<file path="src/rtl/cfgwin_pkg.sv">
package cfgwin_pkg;

  localparam int WORD_W = 32;
  localparam int LANES  = WORD_W / 8;

  localparam logic [WORD_W-1:0] CHIP_ID_WORD = 32'hC0022D15;
  localparam logic [WORD_W-1:0] BREAK_WORD   = 32'hC0DE0000;
  localparam logic [WORD_W-1:0] MORE_FLAG    = 32'h8000_0000;
  localparam logic [WORD_W-1:0] ONE_SLOT     = 32'h0001_0000;

  // Control-to-datapath strobes for one request cycle
  typedef struct packed {
    logic respond;
    logic cfgRead;
    logic slvRead;
    logic engRead;
    logic breakHit;
  } strobe_t;

  function automatic logic [WORD_W-1:0] descWord(input logic [15:0] ver,
                                                 input logic [3:0]  kind,
                                                 input logic [3:0]  chk);
    return MORE_FLAG | ONE_SLOT | {16'h0, ver} | {24'h0, kind, 4'h0} | {28'h0, chk};
  endfunction

  // Word idx of the configuration table; zero past the last engine
  function automatic logic [WORD_W-1:0] tableWord(input int idx);
    case (idx)
      0:       return CHIP_ID_WORD;
      1:       return descWord(16'h1000, 4'h2, 4'hC);
      2:       return descWord(16'h5000, 4'h3, 4'hA);
      3:       return descWord(16'h1000, 4'h6, 4'h7);
      default: return '0;
    endcase
  endfunction

endpackage

</file>
<file path="src/rtl/sctd_ctrl.sv">
module sctd_ctrl
  import cfgwin_pkg::*;
#(
  parameter int WIN_AW   = 21,
  parameter int CFG_SPAN = 1024,
  parameter int SLV_BASE = 2048,
  parameter int SLV_SPAN = 1024,
  parameter int ENG_BASE = 3072,
  parameter int BREAK_WORDS = 2
) (
  input  logic                         clk,
  input  logic                         rstN,
  input  logic                         reqValid,
  input  logic [WIN_AW-1:0]            reqAddr,
  input  logic                         reqWrite,
  input  logic [WORD_W-1:0]            reqWdata,
  input  logic [LANES-1:0]             reqByteEn,
  output strobe_t                      strb,
  output logic [$clog2(CFG_SPAN)-3:0]  cfgWordIdx,
  output logic                         slvSel,
  output logic [$clog2(SLV_SPAN)-1:0]  slvAddr,
  output logic                         slvWrite,
  output logic [WORD_W-1:0]            slvWdata,
  output logic                         engSel,
  output logic [WIN_AW-1:0]            engAddr,
  output logic                         engWrite,
  output logic [WORD_W-1:0]            engWdata
);

  localparam int CFG_IDX_W = $clog2(CFG_SPAN) - 2;
  localparam int SLV_AW    = $clog2(SLV_SPAN);
  localparam logic [WIN_AW-1:0] cfgTopA  = WIN_AW'(CFG_SPAN);
  localparam logic [WIN_AW-1:0] slvBaseA = WIN_AW'(SLV_BASE);
  localparam logic [WIN_AW-1:0] slvTopA  = WIN_AW'(SLV_BASE + SLV_SPAN);
  localparam logic [WIN_AW-1:0] engBaseA = WIN_AW'(ENG_BASE);

  logic inCfg, inSlv, inEng, cfgFull;
  logic [WIN_AW-1:0] slvOffset;

  always_comb begin
    inCfg = reqAddr < cfgTopA;
    inSlv = (reqAddr >= slvBaseA) && (reqAddr < slvTopA);
    inEng = reqAddr >= engBaseA;
    cfgFull = (reqByteEn == {LANES{1'b1}}) && (reqAddr[1:0] == 2'b00);
  end

  assign cfgWordIdx = reqAddr[CFG_IDX_W+1:2];
  assign slvOffset  = reqAddr - slvBaseA;

  // Forwarded ports: select lives only in the request cycle
  assign slvSel   = reqValid && inSlv;
  assign slvAddr  = slvOffset[SLV_AW-1:0];
  assign slvWrite = reqWrite;
  assign slvWdata = reqWdata;
  assign engSel   = reqValid && inEng;
  assign engAddr  = reqAddr - engBaseA;
  assign engWrite = reqWrite;
  assign engWdata = reqWdata;

  always_comb begin
    strb          = '0;
    strb.respond  = reqValid;
    strb.cfgRead  = reqValid && inCfg && !reqWrite && cfgFull;
    strb.slvRead  = slvSel && !reqWrite;
    strb.engRead  = engSel && !reqWrite;
    strb.breakHit = reqValid && inCfg && reqWrite && cfgFull &&
                    (reqWdata == BREAK_WORD) &&
                    (cfgWordIdx < CFG_IDX_W'(BREAK_WORDS));
  end

  AST_SEL_EXCLUSIVE: assert property (@(posedge clk) disable iff (!rstN)
    $onehot0({slvSel, engSel}));
  AST_SEL_IN_REQ: assert property (@(posedge clk) disable iff (!rstN)
    (slvSel || engSel) |-> reqValid);
  AST_HOLE_QUIET: assert property (@(posedge clk) disable iff (!rstN)
    (reqValid && reqAddr >= cfgTopA && reqAddr < slvBaseA) |-> !(slvSel || engSel));
  AST_BREAK_FULL_WORD: assert property (@(posedge clk) disable iff (!rstN)
    strb.breakHit |-> (reqByteEn == {LANES{1'b1}}));

endmodule

</file>
<file path="src/rtl/sctd_datapath.sv">
module sctd_datapath
  import cfgwin_pkg::*;
#(
  parameter int CFG_IDX_W = 8,
  parameter int CFG_WORDS = 4
) (
  input  logic                 clk,
  input  logic                 rstN,
  input  strobe_t              strb,
  input  logic [CFG_IDX_W-1:0] cfgWordIdx,
  input  logic [WORD_W-1:0]    slvRdata,
  input  logic [WORD_W-1:0]    engRdata,
  output logic                 rspReady,
  output logic [WORD_W-1:0]    rspRdata,
  output logic                 lbusColdReset
);

  logic [WORD_W-1:0] romWord [CFG_WORDS];
  logic [WORD_W-1:0] romData;
  logic [WORD_W-1:0] rdNext;

  for (genvar g = 0; g < CFG_WORDS; g++) begin : gRom
    assign romWord[g] = tableWord(g);
  end

  // Word beyond the populated entries reads zero
  always_comb begin
    romData = '0;
    for (int i = 0; i < CFG_WORDS; i++)
      if (cfgWordIdx == CFG_IDX_W'(i)) romData = romWord[i];
  end

  always_comb begin
    rdNext = '0;
    if (strb.cfgRead)      rdNext = romData;
    else if (strb.slvRead) rdNext = slvRdata;
    else if (strb.engRead) rdNext = engRdata;
  end

  always_ff @(posedge clk or negedge rstN) begin
    if (!rstN) begin
      rspReady      <= 1'b0;
      rspRdata      <= '0;
      lbusColdReset <= 1'b0;
    end else begin
      rspReady      <= strb.respond;
      rspRdata      <= strb.respond ? rdNext : '0;
      lbusColdReset <= strb.breakHit;
    end
  end

  AST_RSP_ONE_CYCLE: assert property (@(posedge clk) disable iff (!rstN)
    strb.respond |=> rspReady);
  AST_RSP_IDLE: assert property (@(posedge clk) disable iff (!rstN)
    !strb.respond |=> !rspReady);
  AST_PULSE_WITH_RSP: assert property (@(posedge clk) disable iff (!rstN)
    lbusColdReset |-> rspReady);
  AST_IDLE_NO_DATA: assert property (@(posedge clk) disable iff (!rstN)
    !rspReady |-> (rspRdata == '0));

endmodule

</file>
<file path="src/rtl/slave_cfg_decoder.sv">
module slave_cfg_decoder
  import cfgwin_pkg::*;
#(
  parameter int WIN_AW   = 21,
  parameter int CFG_SPAN = 1024,
  parameter int SLV_BASE = 2048,
  parameter int SLV_SPAN = 1024,
  parameter int ENG_BASE = 3072,
  parameter int CFG_WORDS = 4
) (
  input  logic                        clk,
  input  logic                        rstN,
  input  logic                        reqValid,
  input  logic [WIN_AW-1:0]           reqAddr,
  input  logic                        reqWrite,
  input  logic [31:0]                 reqWdata,
  input  logic [3:0]                  reqByteEn,
  output logic                        rspReady,
  output logic [31:0]                 rspRdata,
  output logic                        slvSel,
  output logic [$clog2(SLV_SPAN)-1:0] slvAddr,
  output logic                        slvWrite,
  output logic [31:0]                 slvWdata,
  input  logic [31:0]                 slvRdata,
  output logic                        engSel,
  output logic [WIN_AW-1:0]           engAddr,
  output logic                        engWrite,
  output logic [31:0]                 engWdata,
  input  logic [31:0]                 engRdata,
  output logic                        lbusColdReset
);

  localparam int CFG_IDX_W = $clog2(CFG_SPAN) - 2;

  strobe_t strb;
  logic [CFG_IDX_W-1:0] cfgWordIdx;

  sctd_ctrl #(
    .WIN_AW(WIN_AW), .CFG_SPAN(CFG_SPAN), .SLV_BASE(SLV_BASE),
    .SLV_SPAN(SLV_SPAN), .ENG_BASE(ENG_BASE), .BREAK_WORDS(2)
  ) uCtrl (
    .clk(clk), .rstN(rstN), .reqValid(reqValid), .reqAddr(reqAddr),
    .reqWrite(reqWrite), .reqWdata(reqWdata), .reqByteEn(reqByteEn),
    .strb(strb), .cfgWordIdx(cfgWordIdx),
    .slvSel(slvSel), .slvAddr(slvAddr), .slvWrite(slvWrite), .slvWdata(slvWdata),
    .engSel(engSel), .engAddr(engAddr), .engWrite(engWrite), .engWdata(engWdata)
  );

  sctd_datapath #(
    .CFG_IDX_W(CFG_IDX_W), .CFG_WORDS(CFG_WORDS)
  ) uDp (
    .clk(clk), .rstN(rstN), .strb(strb), .cfgWordIdx(cfgWordIdx),
    .slvRdata(slvRdata), .engRdata(engRdata),
    .rspReady(rspReady), .rspRdata(rspRdata), .lbusColdReset(lbusColdReset)
  );

endmodule

</file>
<file path="config.mk">
export PLATFORM = sky130hd
export DESIGN_NAME = slave_cfg_decoder
export DESIGN_NICKNAME = d
export VERILOG_FILES = /design/src/rtl/cfgwin_pkg.sv /design/src/rtl/sctd_ctrl.sv /design/src/rtl/sctd_datapath.sv /design/src/rtl/slave_cfg_decoder.sv
export SDC_FILE = /design/constraint.sdc
export NUM_CORES = 1
export LEC_CHECK = 0
export ABC_CLOCK_PERIOD_IN_PS = 1900
export CAP_MARGIN = 20
export CELL_PAD_IN_SITES_DETAIL_PLACEMENT = 0
export CELL_PAD_IN_SITES_GLOBAL_PLACEMENT = 1
export CORE_MARGIN = 5
export CORE_UTILIZATION = 35
export CTS_CLUSTER_SIZE = 28
export DETAILED_ROUTE_END_ITERATION = 10
export DONT_BUFFER_PORTS = 1
export HOLD_SLACK_MARGIN = 0.15
export PLACE_DENSITY_LB_ADDON = 0.3
export SYNTH_ARGS = -nofsm -noshare
export SYNTH_HDL_FRONTEND = slang
export SYNTH_SLANG_ARGS = --single-unit
</file>
<file path="constraint.sdc">
create_clock -name clk -period 1.9 [get_ports clk]
set_input_delay 0.095 -clock clk [delete_from_list [all_inputs] [get_ports clk]]
set_output_delay 0.095 -clock clk [all_outputs]
set_load 0.005 [all_outputs]
</file>
==> flow_metrics.py, run 1 <==
metrics = {
    "status": {
        "outcome": "finished, final reports clean",
    },
    "finish": {
        "num-nets-final": 456,
        "multi_input_comb_area_um2": 1210,
        "design_area_um2": 3230,
        "seq_area_um2": 851,
        "synthToLayoutAreaGrowth_pct": 16.3,
        "drive_above_1_share": 0.116,
        "n_antenna_cell": 0,
        "layout.core_utilization": 0.419,
        "layout.filler_cells": 755,
    },
    "grt": {
        "globalRouteTotalUtil": 0.180,
        "grt_pass1_wl_um": 13900,
        "use_met1": 0.200,
        "number_of_antenna_violations_at_the_first_check_in_global_routing": 0,
        "grt_util_met3": 0.0792,
        "grt_start_max_net_pins": 35,
        "global_route.overflow_total": 0,
        "busiest_layer": "met2",
        "grt_pass1_vias": 2459,
        "grt_use_met2": 0.320,
    },
    "floorplan": {
        "dieArea_um2": 9830,
        "io_pins": 258,
        "die_w_um": 99.1,
        "core_area_um2": 7730,
        "rows": 32,
        "effective_utilization_at_floorplan": 0.360,
        "die-height_um": 99.1,
    },
    "placed_design": {
        "gp_congestion": 0.823,
        "port_buffers": 0,
        "detailed_place.area_um2": 2400,
        "hpwlAfterDp_um": 6690,
    },
    "worst_hold_path": {
        "hold_class": "in2reg",
    },
    "synth": {
        "avgSynthCellArea_um2": 8.35,
        "yosys-top-cells-count": "90 x sky130_fd_sc_hd__buf_4, 34 x sky130_fd_sc_hd__dfrtp_1, 32 x sky130_fd_sc_hd__nand2_1",
        "register_bit_count_reported_by_yosys": 34,
        "post_synth_instance_area_um2": 2780,
        "synth_sequential_area_ratio": 0.306,
        "async_sr_flop_fraction": 1.00,
        "syn-num-nets": 460,
        "yosys_warnings": 0,
        "synth_enable_flop_cells": 0,
        "post-synth-top-area-cell": "sky130_fd_sc_hd__dfrtp_1",
        "top_count_cell_post_synth": "sky130_fd_sc_hd__buf_4",
        "post-synth-top-area-fraction": 0.306,
        "synth.area.top_cells": "sky130_fd_sc_hd__dfrtp_1 31%, sky130_fd_sc_hd__buf_4 24%, sky130_fd_sc_hd__nand2_1 4.3%, sky130_fd_sc_hd__a22oi_1 4.1%, sky130_fd_sc_hd__nor2_1 3.5%",
        "netlist_instances": 333,
        "synth_cell_types": 45,
        "synthFlopType": "sky130_fd_sc_hd__dfrtp_1",
    },
    "clock_network": {
        "cts_max_path_buffers": 2,
        "worst_path_clk_slew_ps": 70,
        "cts.repair_timing.setup_buffer_count": 0,
        "cts_bufs_inserted": 5,
        "cts_sinks": 34,
        "htree_num_levels": 2,
        "cts_tree": "built",
        "cts_root_buf": "sky130_fd_sc_hd__clkbuf_8",
    },
    "power": {
        "pwr_density_cell_nw_per_um2": 473,
        "ir_drop_worst_case_vdd_uv": 188,
        "static-leakage-power_nw": 1.28,
        "design_power_total_mw": 1.53,
    },
    "route": {
        "detailroute.via_count": 2350,
        "detail_route.vias_per_cell": 5.45,
        "post_route_antenna_net_violation_count": 0,
        "totalWireLength_um": 9460,
        "firstDrtPassIters": 4,
        "drt-initial-drc-count": 66,
        "routedWlPerCell_um": 21.9,
        "detail_route.drc_violations": 0,
    },
    "timing": {
        "unrepaired_setup_endpoints_after_global_routing": "no",
        "timing.max_slew.rel_slack": 0.712,
        "setup_total_negative_slack_ps": 0,
        "setup_violations": 0,
        "fmaxAchievable_mhz": 581,
        "final_hold_viol_count": 0,
        "final_number_of_max_transition_violations": 0,
        "actual_transition_at_the_worst_max_transition_pin_ps": 429,
        "post_route_hold_slack_ps": 146,
        "fin_crit_sh": 0.906,
        "final_period_minus_worst_setup_slack_ps": 1720,
    },
    "flow_run": {
        "timing.max_cap.violations": 0,
    },
    "setup_path": {
        "critPathRequiredTime_ps": 2080,
        "data_arrival_time_of_the_critical_path_ps": 1900,
        "setup.worst_path.end_class": "flop",
        "crit_type": "in2reg",
        "critical_path.max_fanout": 32,
        "worst_setup_path_start_kind": "input port",
    },
}
-- through the flow --
stage | setup slack, ps | cells
4_1_cts | 35.9 | 432
2_1_floorplan | 56.6 | 333
5_1_grt | 128 | 431
6_report | 179 | 431
3_5_place_dp | -104 | 352
3_3_place_gp | -50.4 | 352
-- state kept, by name, summed over array words and instances (netlist names) --
name and flops:
uDp.rspRdata 32, uDp.lbusColdReset 1, uDp.rspReady 1
-- cells in the final DEF, fill, tap and decap left out, drive strengths merged, types with 2 or more instances in the layout --
cell         synthesis  layout
a31oi               11      11
nand2b               3       3
ha                   2       2
nor2                26      26
inv                  5       5
dlygate4sd3          0      70
xnor2                4       4
nor3b                2       2
nor3                 3       3
buf                 95      20
nand3                2       2
a21oi               16      16
nand2               32      32
dfrtp               34      34
nand4                6       6
xor2                 6       6
nor4                16      16
or2                  2       2
or4                  4       4
and2                10      10
o21ai                6       6
a22oi               15      15
clkinv               0       2
and3                 2       2
a211oi              12      12
clkbuf               7       5
-- cell type report --
class | count | share of cell area
multi-input cells | 192 | 0.373
repair buffers | 91 | 0.294
flip-flops and latches | 34 | 0.263
well taps | 102 | 0.0395
clock buffers | 5 | 0.0213
inverters | 5 | 0.00580
clock inverters | 2 | 0.00309
-- repair_timing --
action | CTS | global route
resized for setup | 0 | 4
hold buffers | 73 | 0
setup endpoints to repair | 0 | 1
hold endpoints to repair | 68 | 0
-- cells by family after synthesis --
family	Yosys count	synth area share
AO/OA/AOI/OAI	65	0.164
XOR/XNOR	10	0.0315
flip-flops	34	0.306
AND/OR/NAND/NOR	115	0.219
adder cells (fa/ha/maj)	2	0.00900
buffers and inverters	107	0.270
-- report_power, final --
part           switching (mW)  internal (mW)
logic                   0.124          0.162
registers              0.0114          0.742
clock network           0.244          0.246
total                   0.379           1.15
-- per-layer routing --
metal / wire (um) / vias to the layer above / share of wire
li1: - / 1073 / -
met1: 3490 / 1092 / 0.37
met2: 4730 / 178 / 0.50
met3: 1170 / 7 / 0.12
met4: 70 / 0 / 0.0074
met5: 0 / - / 0
-- critical path: stages --
cell                       delay (ps)
sky130_fd_sc_hd__or4_4            560
sky130_fd_sc_hd__or4_1            540
sky130_fd_sc_hd__o22ai_2          180
sky130_fd_sc_hd__buf_12           210
sky130_fd_sc_hd__nand2_1           80
sky130_fd_sc_hd__a211oi_1         230
-- path summary, 6_finish.rpt --
kind	depth (start not counted)	start	end	slack, ps
min in group asynchronous	2	rstN	uDp.rspRdata[1]	320
min	3	reqByteEn[1]	uDp.lbusColdReset	150
max in group asynchronous	2	rstN	uDp.rspRdata[21]	1410
max	6	reqAddr[14]	uDp.rspRdata[31]	180
No activity file was read; power rests on OpenSTA's default activity.
==> run 2, diff against run 1 <==
--- a/config.mk
+++ b/config.mk
@@ -5,7 +5,7 @@
 export SDC_FILE = /design/constraint.sdc
 export NUM_CORES = 1
 export LEC_CHECK = 0
-export ABC_CLOCK_PERIOD_IN_PS = 1900
+export ABC_CLOCK_PERIOD_IN_PS = 2000
 export CAP_MARGIN = 20
 export CELL_PAD_IN_SITES_DETAIL_PLACEMENT = 0
 export CELL_PAD_IN_SITES_GLOBAL_PLACEMENT = 1
==> constraint.sdc (replaced) <==
create_clock -name clk -period 2 [get_ports clk]
set_input_delay 0.1 -clock clk [delete_from_list [all_inputs] [get_ports clk]]
set_output_delay 0.1 -clock clk [all_outputs]
set_load 0.005 [all_outputs]
==> run 2 against run 1 <==
- worst setup slack worse by 44 ps
- sequential cell count did not move
- critical path depth rose by 1
- via count grew 0.47%
- final area fell by 1.0%
- sequential power fell by 5.0%
- non-clock buffer count did not move
- clock-buffer cell count rose by 2
- die area stayed put
- combinational power fell by 6%
- global-route usage increased by 0.16 points
- final cell count grew 0.23%
- largest cell class unchanged
==> flow_metrics.py, run 2 (synthesized netlist as in run 1, its figures left out) <==
metrics = {
    "worst_hold_path": {
        "hold_class": "in2reg",
        "holdPathStages": 4,
        "worstHoldStart": "reqWdata[10]",
        "min_delay_worst_endpoint": "uDp.lbusColdReset",
    },
    "route": {
        "detail_route.vias_per_cell": 5.47,
        "routedWlPerCell_um": 21.6,
        "detailroute.via_count": 2361,
        "drt-initial-drc-count": 109,
        "firstDrtPassIters": 4,
        "post_route_antenna_net_violation_count": 0,
        "detail_route.drc_violations": 0,
        "totalWireLength_um": 9350,
    },
    "clock_network": {
        "cts.repair_timing.setup_buffer_count": 0,
        "cts_tree": "built",
        "postCtsResizedCells": 0,
        "cts_max_path_buffers": 2,
        "htree_num_levels": 2,
        "ctsHoldBuffers": 73,
        "cts_sinks": 34,
        "worst_path_clk_slew_ps": 70,
        "cts_root_buf": "sky130_fd_sc_hd__clkbuf_8",
        "cts_bufs_inserted": 5,
    },
    "floorplan": {
        "io_pins": 258,
        "core_area_um2": 7730,
        "die_w_um": 99.1,
        "effective_utilization_at_floorplan": 0.360,
        "rows": 32,
        "die-height_um": 99.1,
        "dieArea_um2": 9830,
    },
    "finish": {
        "n_antenna_cell": 0,
        "design_area_um2": 3200,
        "layout.core_utilization": 0.414,
        "top_register": "uDp.rspRdata",
        "num-nets-final": 456,
        "layout.filler_cells": 746,
        "seq_area_um2": 851,
        "synthToLayoutAreaGrowth_pct": 15.1,
        "most_common_cell_after_layout_fill_and_taps_aside": "sky130_fd_sc_hd__dlygate4sd3_1",
        "drive_above_1_share": 0.106,
        "max_ffs_per_register": 32,
        "largestRegisters": "uDp.rspRdata (32), uDp.lbusColdReset (1), uDp.rspReady (1)",
        "multi_input_comb_area_um2": 1190,
        "layout_common_cells": "72 x sky130_fd_sc_hd__dlygate4sd3_1, 34 x sky130_fd_sc_hd__dfrtp_1, 32 x sky130_fd_sc_hd__nand2_1, 26 x sky130_fd_sc_hd__nor2_1, 16 x sky130_fd_sc_hd__a21oi_1",
    },
    "grt": {
        "number_of_antenna_violations_at_the_first_check_in_global_routing": 0,
        "grt_pass1_wl_um": 14200,
        "grt_pass1_vias": 2499,
        "global_route.overflow_total": 0,
        "grt_start_max_net_pins": 35,
        "globalRouteTotalUtil": 0.182,
    },
    "setup_path": {
        "cpPeakStageDelay_ps": 580,
        "timing.critical_path.slowest_stage_cell": "sky130_fd_sc_hd__dlygate4sd3_1",
        "data_arrival_time_of_the_critical_path_ps": 2080,
        "critPathRequiredTime_ps": 2220,
        "timing.critical_path.cells": "or4_4 -> nor4_1 -> buf_4 -> nand4_1 -> dlygate4sd3_1 -> nor4_1 -> buf_4",
        "critical_path.max_fanout": 5,
        "worst_setup_path_start_kind": "input port",
        "crit_type": "in2reg",
        "setup.worst_path.end_class": "flop",
    },
    "placed_design": {
        "hpwlAfterDp_um": 6630,
        "gp_congestion": 0.821,
        "port_buffers": 0,
        "detailed_place.area_um2": 2370,
    },
    "timing": {
        "final_period_minus_worst_setup_slack_ps": 1860,
        "setup_total_negative_slack_ps": 0,
        "unrepaired_setup_endpoints_after_global_routing": "no",
        "final_number_of_max_transition_violations": 0,
        "fmaxAchievable_mhz": 536,
        "setup_violations": 0,
        "fin_crit_sh": 0.932,
        "final_hold_viol_count": 0,
        "actual_transition_at_the_worst_max_transition_pin_ps": 426,
        "timing.max_slew.rel_slack": 0.714,
        "post_route_hold_slack_ps": 171,
    },
    "power": {
        "design_power_total_mw": 1.49,
        "static-leakage-power_nw": 1.26,
        "ir_drop_worst_case_vdd_uv": 197,
        "pwr_density_cell_nw_per_um2": 467,
    },
    "flow_run": {
        "timing.max_cap.violations": 0,
    },
    "status": {
        "outcome": "finished, final reports clean",
    },
}
==> run 2: cell count changes in the layout (fill, tap and decap cells not counted), sizes merged <==
cell,change
buf,-1
dlymetal6s4s,-1
clkinv,-1
dlygate4sd3,+2
clkbuf,+2
==> run 2: stage by stage <==
stage | setup slack, ps | std cells
after detailed placement | 23.5 | 351
after global placement | 42.4 | 351
final | 136 | 432
after floorplan | 152 | 333
after global routing | 23.1 | 432
after CTS | 111 | 432
==> run 2: final cells by class <==
class	count	area share
Multi-Input combinational cell	192	0.371
Timing Repair Buffer	91	0.289
Sequential cell	34	0.266
Tap cell	102	0.0399
Clock buffer	7	0.0270
Inverter	5	0.00586
Clock inverter	1	0.00156
==> run 2: worst max-delay path, delay by kind of cell <==
family / cells / cell delay [ps]
AND/OR/NAND/NOR: 4 / 1060
buffers and inverters: 3 / 920
==> run 2: metal layers <==
metal | vias up | GRT usage | part of all wire
li1 | 1065 | - | -
met1 | 1122 | 0.216 | 0.38
met2 | 170 | 0.307 | 0.49
met3 | 4 | 0.0778 | 0.12
met4 | 0 | 0.0357 | 0.0060
met5 | - | 0 | 0
==> run 2: worst max-delay path by stage <==
stage                      startpoint                end  slack [ps]  cells after the start
after floorplan           reqAddr[14]   uDp.rspRdata[14]         150                      6
after global placement    reqAddr[14]   uDp.rspRdata[31]          40                      6
after detailed placement  reqAddr[14]   uDp.rspRdata[31]          20                      6
after CTS                 reqAddr[14]  uDp.lbusColdReset         110                      7
after global routing      reqAddr[13]  uDp.lbusColdReset          20                      7
final                     reqAddr[14]  uDp.lbusColdReset         140                      7
==> run 2: report_power, final <==
part / switching, mW / internal (mW) / leakage (nW)
registers: 0.0105 / 0.705 / 0.465
logic: 0.115 / 0.154 / 0.749
clock network: 0.232 / 0.278 / 0.0482
